**config.mk**
```make
export PLATFORM = sky130hd
export DESIGN_NAME = can_rx_filter
export DESIGN_NICKNAME = d
export VERILOG_FILES = /design/src/rtl/canrx_pkg.sv /design/src/rtl/canrx_accept.sv /design/src/rtl/canrx_cfg.sv /design/src/rtl/canrx_rxbuf.sv /design/src/rtl/can_rx_filter.sv
export SDC_FILE = /design/constraint.sdc
export NUM_CORES = 1
export LEC_CHECK = 0
export BUFFER_PORTS_ARGS = -buffer_cell sky130_fd_sc_hd__buf_2
export CAP_MARGIN = 20
export CORE_ASPECT_RATIO = 1.4
export CORE_MARGIN = 2
export CORE_UTILIZATION = 67
export CTS_BUF_LIST = sky130_fd_sc_hd__clkbuf_4 sky130_fd_sc_hd__clkbuf_8
export CTS_CLUSTER_SIZE = 8
export DETAILED_ROUTE_END_ITERATION = 16
export GPL_TIMING_DRIVEN = 0
export PLACE_DENSITY_LB_ADDON = 0.08
export SYNTH_ARGS = -nofsm -noshare
export SYNTH_HDL_FRONTEND = slang
export SYNTH_SLANG_ARGS = --single-unit
export TNS_END_PERCENT = 100
```
**constraint.sdc**
```tcl
create_clock -name clk -period 3.6 [get_ports clk]
set_clock_uncertainty 0.05 [all_clocks]
set_input_delay 0.36 -clock clk [delete_from_list [all_inputs] [get_ports clk]]
set_output_delay 0.36 -clock clk [all_outputs]
set_load 0.005 [all_outputs]
```
**src/rtl/canrx_pkg.sv**
```systemverilog
package canrx_pkg;
  localparam int BYTE_W = 8;
  localparam int ADDR_W = 3;

  typedef enum logic [1:0] {
    BUF_EMPTY = 2'd0,
    BUF_FILL  = 2'd1,
    BUF_FULL  = 2'd2
  } buf_state_e;

  localparam logic [ADDR_W-1:0] A_CTRL = 3'd0;
  localparam logic [ADDR_W-1:0] A_CODE = 3'd1;
  localparam logic [ADDR_W-1:0] A_MASK = 3'd2;
  localparam logic [ADDR_W-1:0] A_IRQ  = 3'd3;
  localparam logic [ADDR_W-1:0] A_STAT = 3'd4;
endpackage

```
**src/rtl/canrx_accept.sv**
```systemverilog
module canrx_accept #(
  parameter int W = 8
) (
  input  logic [W-1:0] id_hi,
  input  logic [W-1:0] code,
  input  logic [W-1:0] mask,
  output logic         hit
);
  logic [W-1:0] pos_ok;

  // each position passes when it matches or is marked don't-care
  for (genvar b = 0; b < W; b++) begin : g_pos
    assign pos_ok[b] = mask[b] | ~(id_hi[b] ^ code[b]);
  end

  assign hit = &pos_ok;
endmodule

```
**src/rtl/canrx_cfg.sv**
```systemverilog
module canrx_cfg
  import canrx_pkg::*;
#(
  parameter int DW = BYTE_W,
  parameter int AW = ADDR_W
) (
  input  logic          clk,
  input  logic          rst_n,
  input  logic          reg_wr,
  input  logic          reg_rd,
  input  logic [AW-1:0] reg_addr,
  input  logic [DW-1:0] reg_wdata,
  output logic [DW-1:0] reg_rdata,
  output logic          cfg_mode,
  output logic [DW-1:0] code,
  output logic [DW-1:0] mask,
  input  logic          frame_done,
  input  logic          ovr_evt,
  input  logic          clr_ovr,
  input  logic          any_full,
  output logic          rx_int,
  output logic          ovr
);
  logic rie;
  logic irq_read;

  assign irq_read = reg_rd && (reg_addr == A_IRQ);

  always_ff @(posedge clk or negedge rst_n) begin
    if (!rst_n) begin
      cfg_mode <= 1'b1;
      rie      <= 1'b0;
      code     <= '0;
      mask     <= '0;
    end else if (reg_wr) begin
      if (reg_addr == A_CTRL) begin
        cfg_mode <= reg_wdata[0];
        rie      <= reg_wdata[1];
      end
      if (cfg_mode && reg_addr == A_CODE) code <= reg_wdata;
      if (cfg_mode && reg_addr == A_MASK) mask <= reg_wdata;
    end
  end

  always_ff @(posedge clk or negedge rst_n) begin
    if (!rst_n) begin
      rx_int <= 1'b0;
      ovr    <= 1'b0;
    end else begin
      if (frame_done && rie) rx_int <= 1'b1;
      else if (irq_read)     rx_int <= 1'b0;
      if (ovr_evt)           ovr <= 1'b1;
      else if (clr_ovr)      ovr <= 1'b0;
    end
  end

  always_comb begin
    reg_rdata = '0;
    case (reg_addr)
      A_CTRL: reg_rdata = DW'({rie, cfg_mode});
      A_CODE: reg_rdata = cfg_mode ? code : '1;
      A_MASK: reg_rdata = cfg_mode ? mask : '1;
      A_IRQ:  reg_rdata = DW'(rx_int);
      A_STAT: reg_rdata = DW'({ovr, any_full});
      default: reg_rdata = '0;
    endcase
  end

  p_cfg_locked_r3: assert property (@(posedge clk) disable iff (!rst_n)
    !cfg_mode |=> ($stable(code) && $stable(mask)));

  p_ovr_sticky_r10: assert property (@(posedge clk) disable iff (!rst_n)
    (ovr && !clr_ovr) |=> ovr);

  p_int_enable_r7: assert property (@(posedge clk) disable iff (!rst_n)
    $rose(rx_int) |-> $past(rie));
endmodule

```
**src/rtl/canrx_rxbuf.sv**
```systemverilog
module canrx_rxbuf
  import canrx_pkg::*;
#(
  parameter int NBUF  = 2,
  parameter int DEPTH = 10,
  parameter int DW    = BYTE_W,
  localparam int PW   = (NBUF > 1) ? $clog2(NBUF) : 1,
  localparam int CW   = $clog2(DEPTH + 1),
  localparam int IW   = (DEPTH > 1) ? $clog2(DEPTH) : 1
) (
  input  logic          clk,
  input  logic          rst_n,
  input  logic          in_take,
  input  logic          in_first,
  input  logic [DW-1:0] in_data,
  input  logic          accept,
  input  logic          end_ok,
  input  logic          abort,
  input  logic          release_buf,
  input  logic [IW-1:0] rd_idx,
  output logic [DW-1:0] rd_data,
  output logic          any_full,
  output logic          frame_done,
  output logic          ovr_evt
);
  buf_state_e        st  [NBUF];
  logic [DW-1:0]     mem [NBUF][DEPTH];
  logic [PW-1:0]     wr_ptr, rd_ptr;
  logic [CW-1:0]     cnt;
  logic [NBUF-1:0]   fill_vec, full_vec;

  logic start_take, cur_fill, free_slot, store_first, store_next, drop, rel;

  function automatic logic [PW-1:0] nxt(input logic [PW-1:0] p);
    return (p == PW'(NBUF - 1)) ? '0 : p + 1'b1;
  endfunction

  for (genvar i = 0; i < NBUF; i++) begin : g_flags
    assign fill_vec[i] = (st[i] == BUF_FILL);
    assign full_vec[i] = (st[i] == BUF_FULL);
  end

  assign start_take  = in_take & in_first;
  assign cur_fill    = (st[wr_ptr] == BUF_FILL);
  assign free_slot   = (st[wr_ptr] != BUF_FULL);
  assign store_first = start_take & accept & free_slot;
  assign ovr_evt     = start_take & accept & ~free_slot;
  assign store_next  = in_take & ~in_first & cur_fill & (cnt < CW'(DEPTH));
  assign drop        = abort & cur_fill & ~start_take;
  assign frame_done  = end_ok & cur_fill & ~start_take & ~abort;
  assign rel         = release_buf & (st[rd_ptr] == BUF_FULL);
  assign any_full    = |full_vec;

  always_ff @(posedge clk or negedge rst_n) begin
    if (!rst_n) begin
      for (int i = 0; i < NBUF; i++) st[i] <= BUF_EMPTY;
      wr_ptr <= '0;
      rd_ptr <= '0;
      cnt    <= '0;
    end else begin
      if (start_take) begin
        if (store_first)   st[wr_ptr] <= BUF_FILL;
        else if (cur_fill) st[wr_ptr] <= BUF_EMPTY;
      end else if (drop) begin
        st[wr_ptr] <= BUF_EMPTY;
      end else if (frame_done) begin
        st[wr_ptr] <= BUF_FULL;
        wr_ptr     <= nxt(wr_ptr);
      end
      if (rel) begin
        st[rd_ptr] <= BUF_EMPTY;
        rd_ptr     <= nxt(rd_ptr);
      end
      if (store_first)     cnt <= CW'(1);
      else if (store_next) cnt <= cnt + 1'b1;
    end
  end

  always_ff @(posedge clk) begin
    if (store_first)     mem[wr_ptr][0] <= in_data;
    else if (store_next) mem[wr_ptr][IW'(cnt)] <= in_data;
  end

  assign rd_data = (int'(rd_idx) < DEPTH) ? mem[rd_ptr][rd_idx] : '0;

  p_onehot_fill_r4: assert property (@(posedge clk) disable iff (!rst_n)
    $onehot0(fill_vec));

  p_full_needs_end_r6: assert property (@(posedge clk) disable iff (!rst_n)
    $rose(any_full) |-> $past(end_ok));

  p_abort_clears_r8: assert property (@(posedge clk) disable iff (!rst_n)
    (abort && cur_fill && !start_take) |=> (fill_vec == '0));

  p_release_last_r9: assert property (@(posedge clk) disable iff (!rst_n)
    (rel && $countones(full_vec) == 1 && !frame_done) |=> !any_full);
endmodule

```
**src/rtl/can_rx_filter.sv**
```systemverilog
module can_rx_filter
  import canrx_pkg::*;
(
  input  logic        clk,
  input  logic        rst_n,
  input  logic        reg_wr,
  input  logic        reg_rd,
  input  logic [2:0]  reg_addr,
  input  logic [7:0]  reg_wdata,
  output logic [7:0]  reg_rdata,
  input  logic        s_valid,
  output logic        s_ready,
  input  logic [7:0]  s_data,
  input  logic        s_first,
  input  logic        fr_end_ok,
  input  logic        fr_abort,
  output logic        rb_full,
  input  logic [3:0]  rb_index,
  output logic [7:0]  rb_data,
  input  logic        rb_release,
  input  logic        clr_overrun,
  output logic        data_overrun,
  output logic        rx_irq
);
  localparam int NBUF  = 2;
  localparam int DEPTH = 10;

  logic       cfg_mode, hit, in_take, frame_done, ovr_evt;
  logic [7:0] code, mask;

  assign s_ready = ~cfg_mode;
  assign in_take = s_valid & s_ready;

  canrx_cfg #(.DW(BYTE_W), .AW(ADDR_W)) u_cfg (
    .clk, .rst_n, .reg_wr, .reg_rd, .reg_addr, .reg_wdata, .reg_rdata,
    .cfg_mode, .code, .mask,
    .frame_done, .ovr_evt, .clr_ovr(clr_overrun), .any_full(rb_full),
    .rx_int(rx_irq), .ovr(data_overrun)
  );

  canrx_accept #(.W(BYTE_W)) u_accept (
    .id_hi(s_data), .code, .mask, .hit
  );

  canrx_rxbuf #(.NBUF(NBUF), .DEPTH(DEPTH), .DW(BYTE_W)) u_buf (
    .clk, .rst_n, .in_take, .in_first(s_first), .in_data(s_data),
    .accept(hit), .end_ok(fr_end_ok), .abort(fr_abort),
    .release_buf(rb_release), .rd_idx(rb_index), .rd_data(rb_data),
    .any_full(rb_full), .frame_done, .ovr_evt
  );

  p_no_take_in_cfg_r11: assert property (@(posedge clk) disable iff (!rst_n)
    cfg_mode |=> $stable(rb_full) || $past(rb_release) || $past(fr_end_ok));
endmodule

```
==> impl_metrics.ini <==
[timing]
worst_pin_slew_ns = 1.027
fin_crit_ns = 3.017
slew_headroom_pct = 30.87
period_share_pct = 83.81
hold_viol = 0
slew_viol_final = 0
fmax_mhz = 331.4
finalSetupViolCount = 0
tns_ns = 0
rsz0062_at_grt = false

[clock_tree]
post_cts_buffers = 0
clockRootBuffer = clkbuf_8
cts.repair.resized = 0
cts_tree = yes
cts_made_buffers = 17
clockBufferDepth = 2
cts.sinks = 190
clk_pin_slew_worst_paths_ns = 0.09
clock_latency_ns = 0.46
cts_max_level = 4
cts_hold_buffers = 2

[synth]
synth.top_cells.by_count = 160 x edfxtp_1, 34 x mux2i_1, 29 x dfrtp_1
synth_edf_count = 160
synth_compound_area_share_pct = 6.347
syn_area_per_cell_um2 = 16.27
syn-cell-area_mm2 = 0.008102
synthArstFlopShare_pct = 15.79
yosys_warnings = 0
synth.most_common_cell = edfxtp_1
synthXorXnorAreaFrac_pct = 0.9730
yosys-top-cells-area = edfxtp_1 59%, dfrtp_1 9.0%, mux4_1 4.2%
ys_seq_area_share_pct = 68.59
synth_mux_area_share_pct = 14.81
syn_nets = 535
synthSimpleGateAreaFrac_pct = 6.533
synth_ff_type = edfxtp_1
ys_seq_elements = 190
synthCells = 498
synth_adder_area_share_pct = 0.6178
ys_types = 51
synth_top_family_by_area = multiplexers
post-synth-top-area-cell = edfxtp_1
yosys.area.top_type_share_pct = 59.31

[hold_path]
hold_class = input port to flip-flop

[routing]
drc_errors = 0
first_iter_violations = 509
routedWlPerCell_um = 22.62
dr.pass1.iters = 5
num_vias = 4699
via_per_inst = 6.446
ant_nets = 0
routed_wl_mm = 16.49

[floorplanning]
ios = 53
start_util_pct = 68.54
rows = 47
die_h_um = 134.1
die_w_um = 96.94
core_mm2 = 0.01182
die-area_mm2 = 0.01300

[critical_path]
crit_slowest_cell = mux4_1
max_stage_delay_ns = 0.58
cp_top_family = multiplexers
crit_buf_inv = 2
path_class = flip-flop to primary output
crit_chain = buf_6, mux4_1, mux2_2, a22oi_1, o21ai_1, buf_2
setup.worst_path.end_class = primary output
cp.required_ns = 3.19
worst-path-max-fanout = 10
start_kind = flip-flop
arrival_ns = 2.61

[cells_and_area]
num_antenna_cells = 0
fin_nets = 606
n_fill_cell = 694
final_core_util_pct = 76.19
area_growth_pct = 11.17
drive_gt1_share_pct = 20.79

[power_and_ir_drop]
ir_drop_v = 0.0003410
power-per-cell-area_mw_per_mm2 = 511.1
p_leak_nw = 3.202

[global_routing]
antenna_found_initial = 0
overflow = 0
grt_pass1_wl_mm = 25.65
grt_pass1_vias = 4619
track_usage_pct = 26.80
grt_max_degree = 31

[placed_design]
dp.final_hpwl_mm = 11.00
globalplace.congestion = 0.9273
numPortBuffers = 49

[outcome]
status = completed

[job]
drv_cap = 0
==> metal layers <==
metal / up-vias / global-route usage [%] / part of all wire (%)
met3: 37 / 5.888 / 5.9
met1: 2342 / 35.79 / 40
met4: 0 / 10.95 / 3.4
li1: 2107 / - / -
met5: - / 0 / 0
met2: 213 / 43.63 / 50
==> per-stage QoR <==
step	power, mW	cells	hold WS (ns)	area [um^2]	worst slack, ns
after floorplan	2.932	498	0.01441	8102	1.423
after global placement	3.119	694	0.3716	8531	0.4659
after detailed placement	3.149	695	0.3911	8551	0.4239
after CTS	4.624	729	0.04463	9006	0.5298
after global routing	4.772	729	0.04106	9006	0.4366
final	4.603	729	0.07018	9006	0.5827
==> cells in the final DEF, fill, tap and decap left out, types with 3 or more instances in the layout <==
| cell | synthesis | routed |
|---|---|---|
| nor3b_1 | 3 | 3 |
| nand2b_1 | 3 | 3 |
| nand3_1 | 20 | 20 |
| clkbuf_8 | 0 | 18 |
| nor2b_1 | 7 | 7 |
| o22ai_1 | 5 | 5 |
| a41oi_1 | 3 | 3 |
| a22oi_1 | 16 | 16 |
| inv_6 | 0 | 3 |
| a21oi_1 | 14 | 14 |
| mux2i_1 | 34 | 34 |
| buf_1 | 4 | 4 |
| ha_1 | 4 | 4 |
| bufinv_16 | 0 | 3 |
| inv_1 | 12 | 12 |
| xnor2_1 | 9 | 9 |
| mux2_2 | 9 | 9 |
| mux2_1 | 15 | 15 |
| buf_2 | 6 | 55 |
| nor2_1 | 13 | 13 |
| mux4_2 | 11 | 11 |
| clkbuf_1 | 11 | 11 |
| o21ai_1 | 19 | 19 |
| o21ai_0 | 9 | 9 |
| edfxtp_1 | 160 | 160 |
| dfrtp_1 | 29 | 29 |
| clkinv_4 | 0 | 4 |
| mux4_1 | 13 | 13 |
| buf_6 | 3 | 3 |
| a31oi_1 | 4 | 4 |
| and2_1 | 11 | 11 |
| nor4_1 | 5 | 3 |
| nand2_1 | 18 | 18 |
==> worst paths after layout <==
| check | start | endpoint | slack [ns] | depth (start not counted) |
|---|---|---|---|---|
| max in group asynchronous | rst_n | u_cfg.mask[6]$_DFFE_PN0P_ | 2.63 | 2 |
| setup reg to reg | u_buf.wr_ptr$_DFFE_PN0P_ | u_buf.mem[1][30]$_DFFE_PP_ | 0.78 | 4 |
| hold / removal | reg_wdata[4] | u_cfg.code[4]$_DFFE_PN0P_ | 0.07 | 2 |
| min in group asynchronous | rst_n | u_buf.st[0]$_DFF_PN0_ | 0.41 | 2 |
| hold reg to reg | u_cfg.mask[3]$_DFFE_PN0P_ | u_cfg.mask[3]$_DFFE_PN0P_ | 0.48 | 1 |
| setup / recovery | u_buf.rd_ptr$_DFFE_PN0P_ | rb_data[1] | 0.58 | 6 |
==> cell families after synthesis <==
group / count (synthesis)
buffers and inverters: 38
multiplexers: 82
adder cells (fa/ha/maj): 4
XOR/XNOR: 9
AO/OA/AOI/OAI: 82
flip-flops: 190
AND/OR/NAND/NOR: 93
==> power by group <==
part	total (mW)	internal [mW]	switching, mW	leakage, nW
Combinational	0.547	0.222	0.325	1.16
Sequential	2.56	2.47	0.0872	1.81
Clock	1.49	0.733	0.761	0.223
==> registers in the layout (all words and copies together) (netlist names), 4 cells and up <==
name	count
u_buf.st	4
u_buf.cnt	4
u_cfg.mask	8
u_buf.mem	160
u_cfg.code	8
==> area by class of cell <==
class / count / area, um^2 / area share, %
buffer: 24 / 120.1 / 1.334
clock buffer: 19 / 255.2 / 2.834
clock inverter: 13 / 180.2 / 2.001
inverter: 14 / 52.55 / 0.5835
multi-input combinational: 270 / 2385 / 26.48
sequential: 190 / 5557 / 61.70
tap: 147 / 183.9 / 2.042
timing repair buffer: 52 / 272.8 / 3.029
Power figures use the tool's default switching activity.
